===== config.mk =====
export PLATFORM = sky130hd
export DESIGN_NAME = tx_frame_builder
export DESIGN_NICKNAME = d
export VERILOG_FILES = /design/src/rtl/tfb_pkg.sv /design/src/rtl/tfb_hdr_sel.sv /design/src/rtl/tfb_len_calc.sv /design/src/rtl/tfb_wait_timer.sv /design/src/rtl/tx_frame_builder.sv
export SDC_FILE = /design/constraint.sdc
export NUM_CORES = 1
export LEC_CHECK = 0
export ABC_CLOCK_PERIOD_IN_PS = 2910
export BUFFER_PORTS_ARGS = -buffer_cell sky130_fd_sc_hd__buf_2
export CELL_PAD_IN_SITES_DETAIL_PLACEMENT = 0
export CELL_PAD_IN_SITES_GLOBAL_PLACEMENT = 1
export CORE_MARGIN = 5
export CORE_UTILIZATION = 40
export CTS_BUF_LIST = sky130_fd_sc_hd__clkbuf_8
export CTS_CLUSTER_DIAMETER = 40
export DETAILED_ROUTE_END_ITERATION = 10
export PLACE_DENSITY_LB_ADDON = 0.1
export SYNTH_ARGS = -nofsm -noshare
export SYNTH_HDL_FRONTEND = slang
export SYNTH_SLANG_ARGS = --single-unit

===== constraint.sdc =====
create_clock -name clk -period 2.91 [get_ports clk]
set_clock_uncertainty 0.1 [all_clocks]
set_input_delay 0.1455 -clock clk [delete_from_list [all_inputs] [get_ports clk]]
set_output_delay 0.1455 -clock clk [all_outputs]
set_load 0.05 [all_outputs]

===== src/rtl/tfb_pkg.sv =====
// Shared constants and state type for the transmit frame builder.
package tfb_pkg;
    localparam int TFB_MAC_W     = 48;
    localparam int TFB_TYPE_W    = 16;
    localparam int TFB_HDR_BYTES = (2 * TFB_MAC_W + TFB_TYPE_W) / 8;

    typedef enum logic [3:0] {
        S_IDLE,
        S_STOP,
        S_LOAD,
        S_HDR,
        S_PAY,
        S_PAD,
        S_DESC,
        S_ON,
        S_WAIT
    } tfb_state_e;
endpackage


===== src/rtl/tfb_hdr_sel.sv =====
// Header byte selector.
// Returns byte number `sel` of the header {dst, src, etype}, most
// significant byte first. Assumes sel stays below the header size while
// the header is being written; any other value returns zero.
module tfb_hdr_sel #(
    parameter int MAC_W  = 48,
    parameter int TYPE_W = 16,
    parameter int SEL_W  = 4
) (
    input  logic [MAC_W-1:0]  dst,
    input  logic [MAC_W-1:0]  src,
    input  logic [TYPE_W-1:0] etype,
    input  logic [SEL_W-1:0]  sel,
    output logic [7:0]        byte_o
);
    localparam int VEC_W  = 2 * MAC_W + TYPE_W;
    localparam int NBYTES = VEC_W / 8;

    logic [VEC_W-1:0] hdr_vec;
    logic [7:0]       lane [NBYTES];

    assign hdr_vec = {dst, src, etype};

    // Split the header vector into byte lanes, first transmitted byte at lane 0.
    for (genvar g = 0; g < NBYTES; g++) begin : g_lane
        assign lane[g] = hdr_vec[8*(NBYTES-1-g) +: 8];
    end

    // Pick the lane addressed by the byte counter.
    always_comb begin
        byte_o = 8'h00;
        if (int'(sel) < NBYTES) byte_o = lane[sel];
    end
endmodule


===== src/rtl/tfb_len_calc.sv =====
// Frame length calculator.
// Adds the header size to the payload length, wraps the sum to LEN_W bits
// and raises the result to the minimum frame size. Purely combinational.
module tfb_len_calc #(
    parameter int LEN_W     = 12,
    parameter int HDR_BYTES = 14,
    parameter int MIN_FRAME = 60
) (
    input  logic [LEN_W-1:0] pay_len,
    output logic [LEN_W-1:0] frame_len
);
    localparam logic [LEN_W-1:0] HDR_L = LEN_W'(HDR_BYTES);
    localparam logic [LEN_W-1:0] MIN_L = LEN_W'(MIN_FRAME);

    logic [LEN_W-1:0] raw_len;

    // Header plus payload, wrapped to the length field width.
    assign raw_len = pay_len + HDR_L;

    // Raise short frames to the minimum size.
    assign frame_len = (raw_len < MIN_L) ? MIN_L : raw_len;
endmodule


===== src/rtl/tfb_wait_timer.sv =====
// Completion wait timer.
// Counts cycles while `run` is high and raises `expire` in the cycle that is
// the LIMIT-th consecutive running cycle. Clears whenever `run` is low.
module tfb_wait_timer #(
    parameter int LIMIT = 200_000_000
) (
    input  logic clk,
    input  logic rst_n,
    input  logic run,
    output logic expire
);
    localparam int CNT_W = (LIMIT > 1) ? $clog2(LIMIT) : 1;
    localparam logic [CNT_W-1:0] LAST = CNT_W'(LIMIT - 1);

    logic [CNT_W-1:0] cnt;

    // Running-cycle counter, held at zero outside the wait phase.
    always_ff @(posedge clk) begin
        if (!rst_n || !run) cnt <= '0;
        else if (cnt != LAST) cnt <= cnt + 1'b1;
    end

    assign expire = run && (cnt == LAST);
endmodule


===== src/rtl/tx_frame_builder.sv =====
// Transmit frame builder (top).
// Accepts one frame request while idle, stops the engine, reloads its
// descriptor pointer, writes header, payload and zero fill into the byte
// buffer, hands the frame over with one descriptor word, starts the engine
// and then polls the ownership flag until release or timeout.
// Assumes the engine keeps desc_rdata stable and valid while waiting.
module tx_frame_builder
    import tfb_pkg::*;
#(
    parameter int LEN_W       = 12,
    parameter int DESC_W      = 32,
    parameter int OWN_BIT     = 31,
    parameter int OK_BIT      = 27,
    parameter int MIN_FRAME   = 60,
    parameter int TIMEOUT_CYC = 200_000_000
) (
    input  logic                  clk,
    input  logic                  rst_n,
    input  logic                  req,
    input  logic [TFB_MAC_W-1:0]  dst_addr,
    input  logic [TFB_MAC_W-1:0]  src_addr,
    input  logic [TFB_TYPE_W-1:0] eth_type,
    input  logic [LEN_W-1:0]      pay_len,
    input  logic                  pay_valid,
    input  logic [7:0]            pay_data,
    output logic                  pay_ready,
    output logic                  busy,
    output logic                  buf_we,
    output logic [LEN_W-1:0]      buf_addr,
    output logic [7:0]            buf_wdata,
    output logic                  xmit_stop,
    output logic                  ring_load,
    output logic                  desc_we,
    output logic [DESC_W-1:0]     desc_word,
    output logic                  xmit_start,
    input  logic [DESC_W-1:0]     desc_rdata,
    output logic                  done,
    output logic                  tx_err,
    output logic                  tx_timeout
);
    localparam int SEL_W = $clog2(TFB_HDR_BYTES);
    localparam logic [LEN_W-1:0] HDR_LAST = LEN_W'(TFB_HDR_BYTES - 1);
    localparam logic [LEN_W-1:0] MIN_L    = LEN_W'(MIN_FRAME);

    tfb_state_e              state;
    logic [TFB_MAC_W-1:0]    dst_q, src_q;
    logic [TFB_TYPE_W-1:0]   type_q;
    logic [LEN_W-1:0]        plen_q;
    logic [LEN_W-1:0]        idx, idx_nx, pcnt;
    logic [LEN_W-1:0]        frame_len;
    logic [7:0]              hdr_byte;
    logic                    expire;
    tfb_state_e              after_data;
    logic                    unused_status_bits;

    tfb_hdr_sel #(
        .MAC_W (TFB_MAC_W),
        .TYPE_W(TFB_TYPE_W),
        .SEL_W (SEL_W)
    ) u_hdr (
        .dst   (dst_q),
        .src   (src_q),
        .etype (type_q),
        .sel   (idx[SEL_W-1:0]),
        .byte_o(hdr_byte)
    );

    tfb_len_calc #(
        .LEN_W    (LEN_W),
        .HDR_BYTES(TFB_HDR_BYTES),
        .MIN_FRAME(MIN_FRAME)
    ) u_len (
        .pay_len  (plen_q),
        .frame_len(frame_len)
    );

    tfb_wait_timer #(
        .LIMIT(TIMEOUT_CYC)
    ) u_timer (
        .clk   (clk),
        .rst_n (rst_n),
        .run   (state == S_WAIT),
        .expire(expire)
    );

    assign idx_nx = idx + 1'b1;
    // Next phase after the last header or payload byte: fill or hand over.
    assign after_data = (idx_nx < MIN_L) ? S_PAD : S_DESC;
    assign unused_status_bits = ^desc_rdata;

    // Sequencer: request capture, buffer fill, handover and completion polling.
    always_ff @(posedge clk) begin
        if (!rst_n) begin
            state      <= S_IDLE;
            dst_q      <= '0;
            src_q      <= '0;
            type_q     <= '0;
            plen_q     <= '0;
            idx        <= '0;
            pcnt       <= '0;
            done       <= 1'b0;
            tx_err     <= 1'b0;
            tx_timeout <= 1'b0;
        end else begin
            done       <= 1'b0;
            tx_err     <= 1'b0;
            tx_timeout <= 1'b0;
            case (state)
                S_IDLE: if (req) begin
                    dst_q  <= dst_addr;
                    src_q  <= src_addr;
                    type_q <= eth_type;
                    plen_q <= pay_len;
                    idx    <= '0;
                    pcnt   <= '0;
                    state  <= S_STOP;
                end
                S_STOP: state <= S_LOAD;
                S_LOAD: state <= S_HDR;
                S_HDR: begin
                    idx <= idx_nx;
                    if (idx == HDR_LAST) state <= (plen_q == '0) ? after_data : S_PAY;
                end
                S_PAY: if (pay_valid) begin
                    idx  <= idx_nx;
                    pcnt <= pcnt + 1'b1;
                    if (pcnt == plen_q - 1'b1) state <= after_data;
                end
                S_PAD: begin
                    idx <= idx_nx;
                    if (idx_nx >= MIN_L) state <= S_DESC;
                end
                S_DESC: state <= S_ON;
                S_ON:   state <= S_WAIT;
                S_WAIT: begin
                    if (!desc_rdata[OWN_BIT]) begin
                        done   <= 1'b1;
                        tx_err <= !desc_rdata[OK_BIT];
                        state  <= S_IDLE;
                    end else if (expire) begin
                        done       <= 1'b1;
                        tx_timeout <= 1'b1;
                        state      <= S_IDLE;
                    end
                end
                default: state <= S_IDLE;
            endcase
        end
    end

    // Buffer write port and engine commands decoded from the phase.
    always_comb begin
        busy       = (state != S_IDLE);
        pay_ready  = (state == S_PAY);
        xmit_stop  = (state == S_STOP);
        ring_load  = (state == S_LOAD);
        desc_we    = (state == S_DESC);
        xmit_start = (state == S_ON);
        buf_we     = (state == S_HDR) || (state == S_PAD) || ((state == S_PAY) && pay_valid);
        buf_addr   = idx;
        buf_wdata  = 8'h00;
        if (state == S_HDR)      buf_wdata = hdr_byte;
        else if (state == S_PAY) buf_wdata = pay_data;
        desc_word = '0;
        if (state == S_DESC) begin
            desc_word[OWN_BIT]     = 1'b1;
            desc_word[LEN_W-1:0]   = frame_len;
        end
    end
endmodule


==> impl_metrics.json <==
{
  "status": "complete, no violations",
  "synth_seq_cells": 183,
  "clock-sinks": 183,
  "hold_viol": 0,
  "dp_hpwl_um": 18100,
  "grt_pass1_vias": 8467,
  "yosysSeqAreaShare_pct": 39.0,
  "power_leakage_nw": 4.69,
  "synthFlopType": "dfxtp_1",
  "rows": 56,
  "gr-total-overflow": 0,
  "synthDistinctLibCells": 64,
  "cp-start-kind": "register",
  "die_area_um2": 26600,
  "postLayoutCellArea_um2": 12300,
  "period_minus_slack_ns": 2.78,
  "portBuffers": 180,
  "worstHoldStart": "req",
  "first_iter_violations": 478,
  "fin_crit_sh_pct": 95.4,
  "synth_edf_count": 0,
  "power.density_nw_per_um2": 631,
  "syn2layout_area_growth_pct": 30.9,
  "max-vdd-ir-drop_uv": 368,
  "finalMaxSlewViolations": 0,
  "async_flop_share_pct": 0,
  "initial_core_util_pct": 40.4,
  "cts_tree": "yes",
  "viasPerCell": 4.93,
  "avgSynthCellArea_um2": 8.21,
  "holdPathStages": 4,
  "tightest_slew_ns": 0.658,
  "track_usage_pct": 20.3,
  "setup_viol": 0,
  "drtPass1Iterations": 4,
  "place_area_um2": 10500,
  "place_congestion": 0.783,
  "rsz0062_at_grt": "no",
  "dieWidth_um": 163,
  "min_to": "plen_q[8]",
  "max_cap_violations": 0,
  "crit_type": "reg -> out",
  "numCtsBuffers": 17,
  "r2r_start": "plen_q[2]",
  "fin_nets": 1588,
  "core_area_um2": 23300,
  "grt_start_max_net_pins": 88,
  "dpl.cell_count": 1586,
  "drc": 0,
  "ioPinCount": 230,
  "whs_ns": 0.102,
  "reg2reg_slack_ns": 0.30,
  "cts-root-buf": "clkbuf_8",
  "synthesis.area_um2": 9390,
  "clk_path_buf_depth": 2,
  "min_path_type": "in -> reg",
  "rr_worst_depth": 9,
  "antenna_found_initial": 0,
  "path_max_fanout": 25,
  "htree_num_levels": 4,
  "wirelength_um": 26700,
  "maxSlewHeadroom_pct": 56.1,
  "wl_per_cell_um": 15.3,
  "tns_ns": 0,
  "crit_path_end_kind": "output port",
  "insertion_delay_ns": 0.46,
  "worstPathRequired_ns": 2.66,
  "diodes": 0,
  "rr_endpoint": "state[0]",
  "die_h_um": 163,
  "arrival_ns": 2.53,
  "total_power_mw": 7.75,
  "grt_pass1_wl_um": 43700,
  "clk_pin_slew_ns": 0.10,
  "via_count": 8608,
  "ys_warn_count": 0,
  "final_cells": 1745,
  "netlist_instances": 1144,
  "max_freq_mhz": 360,
  "antenna_left": 0,
  "drive_above_1_share_pct": 20.1
}
-- area by class of cell --
cell class / count / area (µm²)
fillers: 2306 / 11000
multi-input cells: 867 / 5320
repair buffers: 328 / 2420
clock inverters: 14 / 171
well taps: 319 / 399
clock buffers: 18 / 248
flip-flops and latches: 183 / 3670
inverters: 16 / 60.1
-- flip-flops by register name (all words and copies together) (netlist names) --
name         count
buf_addr        12
done             1
dst_q           48
pcnt            12
plen_q          12
src_q           48
state            4
tx_err           1
tx_timeout       1
type_q          16
u_timer.cnt     28
-- critical path, stage by stage (launching register included) --
cell,delay (ns)
dfxtp_2,0.39
buf_12,0.22
mux4_2,0.56
mux2i_1,0.29
o21ai_0,0.17
a22o_1,0.22
buf_2,0.21
-- logic make-up (layout without fill, tap and decap cells) --
group / Yosys count / count (layout) / share of synthesized area (%)
adders and majority gates: 7 / 7 / 0.933
AOI/OAI and AO/OA: 240 / 240 / 17.6
buffers and inverters: 112 / 376 / 5.53
xor gates and xnor gates: 55 / 55 / 5.13
muxes: 42 / 42 / 7.67
DFF: 183 / 183 / 39.0
and+or+nand+nor: 504 / 504 / 24.1
other: 1 / 19 / 0.0399
-- where the power goes --
part / switching (mW) / internal (mW) / total (mW)
Combinational: 1.69 / 1.11 / 2.79
Sequential: 0.303 / 2.88 / 3.18
Clock: 1.09 / 0.684 / 1.78
Total: 3.08 / 4.67 / 7.75
-- per-stage QoR --
stage	worst slack, ns	util [%]
finish	0.134	52.8
global route	0.00792	52.8
CTS	0.00347	52.6
detailed placement	0.257	45.3
global placement	0.318	45.3
floorplan	0.175	-
-- Yosys cell counts (3+ instances only) --
cell	instances	share of area [%]
xor2_1	27	2.5
a22oi_1	3	0.24
nor2b_1	3	0.20
a22o_1	8	0.75
mux2i_1	18	1.9
o31ai_1	7	0.56
a21boi_0	125	10
clkbuf_1	61	2.4
ha_1	7	0.93
o211ai_1	3	0.24
mux4_2	24	5.8
and3_1	11	0.73
nand4_1	20	1.3
a31oi_1	6	0.40
or3_1	8	0.53
a21oi_1	23	1.2
nand2_1	296	12
xnor2_1	28	2.6
nor4b_1	4	0.37
buf_4	21	1.7
dfxtp_1	183	39
nor2_1	74	3.0
and2_1	17	1.1
buf_1	3	0.12
nand2b_1	7	0.47
and4_1	4	0.37
buf_2	10	0.53
nor3_1	16	0.85
inv_1	14	0.56
o21ai_0	43	2.3
o22ai_1	3	0.20
nand3_1	26	1.4
-- what timing repair did --
| action | in CTS | in global routing |
|---|---|---|
| endpoints found under the setup margin | 8 | 10 |
| endpoints found under the hold margin | 127 | 0 |
| gates resized for setup | 9 | 18 |
| pin swaps | 0 | 1 |
| setup buffers | 0 | 0 |
| hold buffers | 127 | 0 |
-- worst max path at each step --
stage	startpoint	endpoint	slack, ns	cells past startpoint
detailed placement	plen_q[2]	state[0]	0.26	9
global route	buf_addr[1]	buf_wdata[5]	0.008	6
floorplan	buf_addr[1]	state[2]	0.18	12
CTS	plen_q[1]	desc_word[9]	0.003	10
global placement	plen_q[2]	state[0]	0.32	9
finish	buf_addr[0]	buf_wdata[4]	0.13	6
-- layer usage --
layer	track usage [%]	part of all wire [%]
met1	27.6	48
met2	33.9	47
met3	3.58	3.6
met4	4.16	1.1
met5	0	0
-- placed cells by master, fill, tap and decap left out, drive strengths merged, types with 23 or more instances in the layout --
master,Yosys,layout
o21ai,44,44
dlygate4sd3,0,127
a21boi,125,125
nand2,296,296
a21oi,23,23
xor2,27,27
mux4,24,24
nor2,74,74
buf,35,201
xnor2,28,28
nand3,26,26
dfxtp,183,183
Note: power is estimated with default switching activity, not from simulation.
